==> src/rtl/arb_pkg.sv <==
package arb_pkg;

  // Codes are ordered so that every step of a hand-off flips one bit.
  typedef enum logic [1:0] {
    ST_IDLE = 2'b00,
    ST_OWN1 = 2'b01,
    ST_GAP  = 2'b11,
    ST_OWN2 = 2'b10
  } arb_state_e;

  // Next state from the current state and the synchronised request levels.
  function automatic arb_state_e arb_next(arb_state_e cur, logic r1, logic r2);
    arb_state_e nxt;
    unique case (cur)
      ST_OWN1: nxt = r1 ? ST_OWN1 : (r2 ? ST_GAP : ST_IDLE);
      ST_OWN2: nxt = r2 ? ST_OWN2 : (r1 ? ST_GAP : ST_IDLE);
      // Idle and gap decide the same way: device 1 wins a tie.
      default: nxt = r1 ? ST_OWN1 : (r2 ? ST_OWN2 : ST_IDLE);
    endcase
    return nxt;
  endfunction

  // Grant pair {gnt2, gnt1} shown for a state.
  function automatic logic [1:0] arb_grants(arb_state_e s);
    logic [1:0] g;
    unique case (s)
      ST_OWN1: g = 2'b01;
      ST_OWN2: g = 2'b10;
      default: g = 2'b00;
    endcase
    return g;
  endfunction

endpackage

==> src/rtl/arb_sync_chain.sv <==
module arb_sync_chain #(
  parameter int WIDTH  = 2,
  parameter int STAGES = 2
) (
  input  logic             clk,
  input  logic             rst,
  input  logic [WIDTH-1:0] d,
  output logic [WIDTH-1:0] q
);
  localparam int LAST = STAGES - 1;

  logic [WIDTH-1:0] pipe [STAGES];

  always_ff @(posedge clk) begin
    if (rst) pipe[0] <= '0;
    else     pipe[0] <= d;
  end

  // Each further stage takes the value of the stage before it.
  for (genvar i = 1; i < STAGES; i++) begin : g_stage
    always_ff @(posedge clk) begin
      if (rst) pipe[i] <= '0;
      else     pipe[i] <= pipe[i-1];
    end
  end

  assign q = pipe[LAST];
endmodule

==> src/rtl/arb_fsm.sv <==
module arb_fsm
  import arb_pkg::*;
(
  input  logic       clk,
  input  logic       rst,
  input  logic       r1,
  input  logic       r2,
  output arb_state_e st_q,
  output logic [1:0] gnt_q
);
  arb_state_e st_d;

  always_comb st_d = arb_next(st_q, r1, r2);

  // The grant flops load from the same next state as the state register,
  // so the grants change at the same edge as the state.
  always_ff @(posedge clk) begin
    if (rst) begin
      st_q  <= ST_IDLE;
      gnt_q <= 2'b00;
    end else begin
      st_q  <= st_d;
      gnt_q <= arb_grants(st_d);
    end
  end
endmodule

==> src/rtl/twin_req_arbiter.sv <==
module twin_req_arbiter
  import arb_pkg::*;
#(
  parameter int SYNC_STAGES = 2
) (
  input  logic clk,
  input  logic rst,
  input  logic req1_in,
  input  logic req2_in,
  output logic gnt1,
  output logic gnt2
);
  localparam int N_REQ = 2;

  logic [N_REQ-1:0] req_s;    // synchronised requests {r2, r1}
  arb_state_e       st_q;
  logic [1:0]       gnt_bus;  // {gnt2, gnt1}

  arb_sync_chain #(.WIDTH(N_REQ), .STAGES(SYNC_STAGES)) sync_i (
    .clk (clk),
    .rst (rst),
    .d   ({req2_in, req1_in}),
    .q   (req_s)
  );

  arb_fsm fsm_i (
    .clk   (clk),
    .rst   (rst),
    .r1    (req_s[0]),
    .r2    (req_s[1]),
    .st_q  (st_q),
    .gnt_q (gnt_bus)
  );

  assign gnt1 = gnt_bus[0];
  assign gnt2 = gnt_bus[1];
endmodule

==> config.mk <==
export PLATFORM = sky130hd
export DESIGN_NAME = twin_req_arbiter
export DESIGN_NICKNAME = d
export VERILOG_FILES = /design/src/rtl/arb_pkg.sv /design/src/rtl/arb_sync_chain.sv /design/src/rtl/arb_fsm.sv /design/src/rtl/twin_req_arbiter.sv
export SDC_FILE = /design/constraint.sdc
export NUM_CORES = 1
export LEC_CHECK = 0
export CAP_MARGIN = 20
export CORE_AREA = 2 2 39 41
export CTS_CLUSTER_SIZE = 40
export DETAILED_ROUTE_END_ITERATION = 10
export DIE_AREA = 0 0 41 43
export GPL_ROUTABILITY_DRIVEN = 0
export HOLD_SLACK_MARGIN = 0.06
export PLACE_DENSITY = 0.42
export SYNTH_ARGS = -nofsm -noshare
export SYNTH_HDL_FRONTEND = slang
export SYNTH_SLANG_ARGS = --single-unit
export TNS_END_PERCENT = 30
==> constraint.sdc <==
create_clock -name clk -period 3.15 [get_ports clk]
set_clock_uncertainty 0.05 [all_clocks]
set_input_delay 0.63 -clock clk [delete_from_list [all_inputs] [get_ports clk]]
set_output_delay 0.63 -clock clk [all_outputs]
set_load 0.02 [all_outputs]
# --- Word level (Yosys, flattened, before mapping) ---
# Memory sizes are Yosys's and may differ from the RTL's.
# Index checks and enable logic that the tools add are counted.
totals:
  ff_bits: 4
  ram_bits: 4
  input_bits: 4
  out_inout_bits: 2
  wordCells: 22
  n_memories: 1
op_classes:
  eq_ne: 4
  n_mux: 13
  n_bitwise: 2
memory_table:
  columns: ["memory", "words", "width", "rd", "rd_ports_with_merged_regs", "write_ports", "line_no", "text"]
  rows:
  - ["sync_i.pipe", 2, 2, 2, 0, 2, "arb_sync_chain.sv:12", "logic [WIDTH-1:0] pipe [STAGES];"]
op_table:
  columns: ["operator", "count"]
  rows:
  - ["$mux 2", 8]
  - ["$pmux 2 s2", 2]
  - ["$eq 2x1->1 const B", 2]
  - ["$eq 2x2->1 const B", 2]
  - ["$mux 1", 3]
  - ["$or 1x1->1", 2]

# --- Logic depth before layout (Yosys ltp) ---
depth:
  depth_word: 5
  mapped_depth: 4
  depth_no_buf: 4

# --- By module ---
# From an unflattened synthesis, not the netlist that was laid out.
unflattened:
  hier_cells: 28
  hier_area_um2: 300.3
modules_own_cells:
  columns: ["mod", "n_inst", "cells_each", "area_per_inst_um2", "seq_area_each_um2"]
  rows:
  - ["arb_fsm", 1, 20, 195.2, 80.1]
  - ["arb_sync_chain", 1, 8, 105.1, 80.1]

# --- Worst setup path after synthesis ---
# No wires, ideal clock.
synth_timing:
  path_kind: "reg2reg"
  start: "register fsm_i.st_q[0]"
  end: "register fsm_i.gnt_q[1]"
  setup_ns: 0.103
  arrival_time_ns: 1.121
  required_time_ns: 2.997
  path_slack_ns: 1.876
  stages_incl_launch_ff: 5
  path_buffers: 0
  period_less_slack_ns: 1.274
  path_cell_list: "dfxtp_1 -> inv_1 -> ha_1 -> nand2b_1 -> a2111oi_2"
synth_via:
  elab_chain_cells: 4
  word_cells_on_any_way: 6
  classes_between: "eq/ne: 4; mux: 2"
synth_lines:
  columns: ["item", "line_no", "text"]
  rows:
  - ["start, declared", "arb_fsm.sv:8", "output arb_state_e st_q,"]
  - ["start signal, assigned", "arb_fsm.sv:22", "st_q <= st_d;"]
  - ["$eq 2x2->1 / $eq 2x1->1 (equally long branches)", "arb_pkg.sv:14", "unique case (cur)"]
  - ["$pmux 2 s2 (*)", "arb_pkg.sv:14", null]
  - ["$eq 2x2->1 / $eq 2x1->1 (equally long branches)", "arb_pkg.sv:26", "unique case (s)"]
  - ["$pmux 2 s2 (*)", "arb_pkg.sv:26", null]
  - ["end signal, assigned", "arb_fsm.sv:23", "gnt_q <= arb_grants(st_d);"]
  - ["end, declared", "arb_fsm.sv:9", "output logic [1:0] gnt_q"]
# Mark *: on every way between the ends. The rest lies on a longest branch, timed or not.
# A chain may end at the register's enable or synchronous reset.

# --- Worst setup path after layout ---
layout_timing:
  start: "register fsm_i.gnt_q[0]"
  end: "output port gnt1"
layout_lines:
  columns: ["item", "line_no", "text"]
  rows:
  - ["end, declared", "twin_req_arbiter.sv:10", "output logic gnt1,"]
# No word-level cell between the ends.

==> results by stage <==
Critical path:
- The worst reg-to-reg path cell count is 4.
- The kind of capture point of the worst setup path is a primary output.
- The delay contributed by the slowest stage of the critical path is 590 ps.
- Of all nets on the critical path, the largest fanout is 1.
- The launching element type of the critical path is a register.
- In this run the number of cells on the critical path is 1.
- Among all stages on the critical path, the largest delay is contributed by clkdlybuf4s50_1.
- Data on the critical path is required at its endpoint by 2470 ps.
- Counting both buffers and inverters, the worst setup path holds a total of 1.
- Traced cell by cell, the critical path runs through clkdlybuf4s50_1.
- The kind of cell with the highest combined delay along the critical path is buffers and inverters.
- The classification of the worst setup path is register to primary output.
- The data arrival time at the worst-slack endpoint is 1140 ps.

Logic synthesis:
- The mean instance size in the synthesized netlist is 10.72 um^2.
- After synthesis, the share of flip-flops with an asynchronous set or reset is 0.
- The count of flip-flops with a built-in enable after synthesis is 0.
- The synthesized flop and latch total is 8.
- Among all flip-flop cells after synthesis, the most frequent one is dfxtp_1.
- By instance count, the leading cell after synthesis is dfxtp_1.
- The synthesized netlist cell count is 28.
- The count of cell types in the netlist is 11.
- After synthesis, the cell types taking the most area are dfxtp_1 (53%), ha_1 (8.3%), nor2b_1 (8.3%).
- The part of the Yosys area used for sequential elements is 0.5333.
- The library cell occupying the most area in the post-synthesis netlist is dfxtp_1.
- The number of nets in the synthesized netlist is 34.
- The area share of the largest cell type after synthesis is 0.5333.
- After synthesis, the most frequently instantiated cells are dfxtp_1 (8), inv_1 (4), nor2b_1 (4), nand2b_1 (3).
- During synthesis, Yosys emitted a total of 0 warnings.
- The area of the mapped netlist is roughly 300 um^2.

Worst hold path:
- The worst hold path class is register to register.
- Along the worst hold path, the cell count comes to 1.

Detailed routing:
- After detailed routing, the average wire length per cell comes to 8.442 um.
- For this run, the detailed router's first-pass iteration total came to 1.
- The number of DRC markers in iteration 0 is 0.
- The post-detailed-routing wire length is approximately 440 um.
- The total via count in the routed design is 208.
- The number of DRC violations after detailed routing is 0.
- The count of nets left with antenna violations once routing finished came out at 0.
- The via count normalized by instance count is 4.000.

STA:
- The actual transition at the worst max-transition pin is 276.9 ps.
- Timing would allow up to 548.9 MHz.
- The max-slew headroom at the worst pin is 0.8149.
- The minimum period implied by the final worst setup slack is 1822 ps.
- Setup violations remaining at the end of the flow were counted as 0.
- The number of failing hold endpoints at the final stage is 0.
- Setup repair after global routing left no endpoint under its margin.
- Setup total negative slack on the finished layout was measured at 0 ps.
- The ratio of final minimum period to clock period is 0.5783.
- The final number of max-transition violations is 0.

Floorplanning:
- After floorplanning, the core was sized to cover ~0.0014 mm^2.
- The full die area is 0.001763 mm^2.
- From bottom edge to top edge, the die measures roughly 43 um.
- The effective utilization at floorplan is 0.2170.
- The I/O pin count is 6.
- After floorplanning, the core was divided into 14 placement rows.
- The floorplan step set the die width to 41 um.

Placed design:
- The post-DP HPWL is 358.3 um.
- The total placed instance area is 370.4 um^2.
- In this run the tool buffered the top-level ports with 5 buffer cells.
- Including well taps, the total number of placed cells is 49.

Clock network:
- The clock passes through at most 2 buffers.
- Buffers inserted during clock tree synthesis total 3.
- In this run the number of H-tree levels came out at 1.
- The total clock sinks is 8.
- The number of buffers inserted for hold repair after clock tree synthesis is 0.
- The register clock-pin slew on the reported worst setup and hold paths is 50 ps.
- The CTS root buffer is clkbuf_4.
- The CTS tree is built.
- The number of gates resized after CTS was 0.
- The later-pin clock latency in the skew report is 250 ps.
- The buffer count from post-CTS setup fixing is 0.

Global route:
- In the global route stage, overall resource usage came out at 0.08258.
- Entering global routing, the biggest net connects 9 pins.
- The first global-routing pass estimated 855 um of wire.
- The total overflow reported by the global router is 0.
- The initial antenna violation count is 0.
- The number of global-route vias before repair is 221.

Power:
- IR analysis of the VDD net gives a maximum drop of between 0.15 and 0.2 mV.
- In this run the power density over the cells is 501.2 mW/mm^2.
- The completed layout was analyzed and its total power is 0.1969 mW.
- The analysis attributes to cell leakage a power of 0.1452 nW.

Cells and area:
- The finished layout cell area is approximately 390 um^2.
- The filler cells instantiated in the layout total 146.
- The footprint of the multi-input gates is 125.1 um^2.
- From synthesis to final layout, the design area changed by 30.83%.
- The number of antenna diodes is 0.
- The non-filler instance count after layout is 52.
- The number of nets in the layout is 44.
- In the final layout, flip-flops and latches occupy between 150 and 200 um^2.
- The fraction of final layout cells sized beyond drive strength 1 is 0.1389.

Outcome:
- The flow ran to the end, and the final reports show no timing, DRC or antenna violations.

Job:
- Max-cap violations in this run came to 0.
worst paths after layout:
check	start	end	slack [ps]
setup / recovery	fsm_i.gnt_q[0]	gnt1	1330
hold reg to reg	sync_i.pipe[0][1]	sync_i.pipe[1][1]	390
setup reg to reg	fsm_i.st_q[0]	fsm_i.gnt_q[1]	1810
hold / removal	sync_i.pipe[0][1]	sync_i.pipe[1][1]	390
sequential cells by signal, summed over array words and instances, names as in the netlist:
| name | cells |
|---|---|
| fsm_i.st_q | 2 |
| fsm_i.gnt_q | 2 |
| sync_i.pipe | 4 |
power by group:
part,leakage [nW],internal [mW],switching (mW)
Sequential,0.0656,0.105,0.00184
Combinational,0.0658,0.00867,0.00606
Clock,0.0138,0.0434,0.0317
area by class of cell:
cell class,instances,share of cell area
clock buffer,3,0.05732
inverter,4,0.03822
multi-input combinational,16,0.3185
sequential,8,0.4076
tap,16,0.05096
timing repair buffer,5,0.1274
through the flow:
stage | setup slack [ps] | utilization | hold slack [ps]
2_1_floorplan | 1876 | - | 363.8
3_3_place_gp | 1466 | 0.2676 | 369.9
3_5_place_dp | 1444 | 0.2676 | 380.9
4_1_cts | 1310 | 0.2839 | 393.0
5_1_grt | 1277 | 0.2839 | 419.3
6_report | 1328 | 0.2839 | 391.7
layer usage:
metal,track usage,wire length [um]
met1,0.07468,180
met2,0.1094,215
met3,0.04712,31
met4,0.1000,11
met5,0,0
cells in the final DEF (no fill, tap or decap):
cell	synthesis	layout
mux2i_1	1	1
and2b_2	1	1
nor2b_1	4	4
nand2b_1	3	3
clkbuf_4	0	3
inv_1	4	4
a221oi_1	1	1
ha_1	2	2
dfxtp_1	8	8
nor2_1	2	2
a2111oi_2	1	1
nor4_1	1	1
clkdlybuf4s50_1	0	5
logic make-up after synthesis:
| family | Yosys count | share of synthesized area |
|---|---|---|
| compound gates | 2 | 0.07916 |
| buf+inv | 4 | 0.04999 |
| mux | 1 | 0.03333 |
| simple gates | 11 | 0.2209 |
| flops | 8 | 0.5333 |
| fa+ha+maj | 2 | 0.08332 |
No activity file was read; power rests on OpenSTA's default activity.
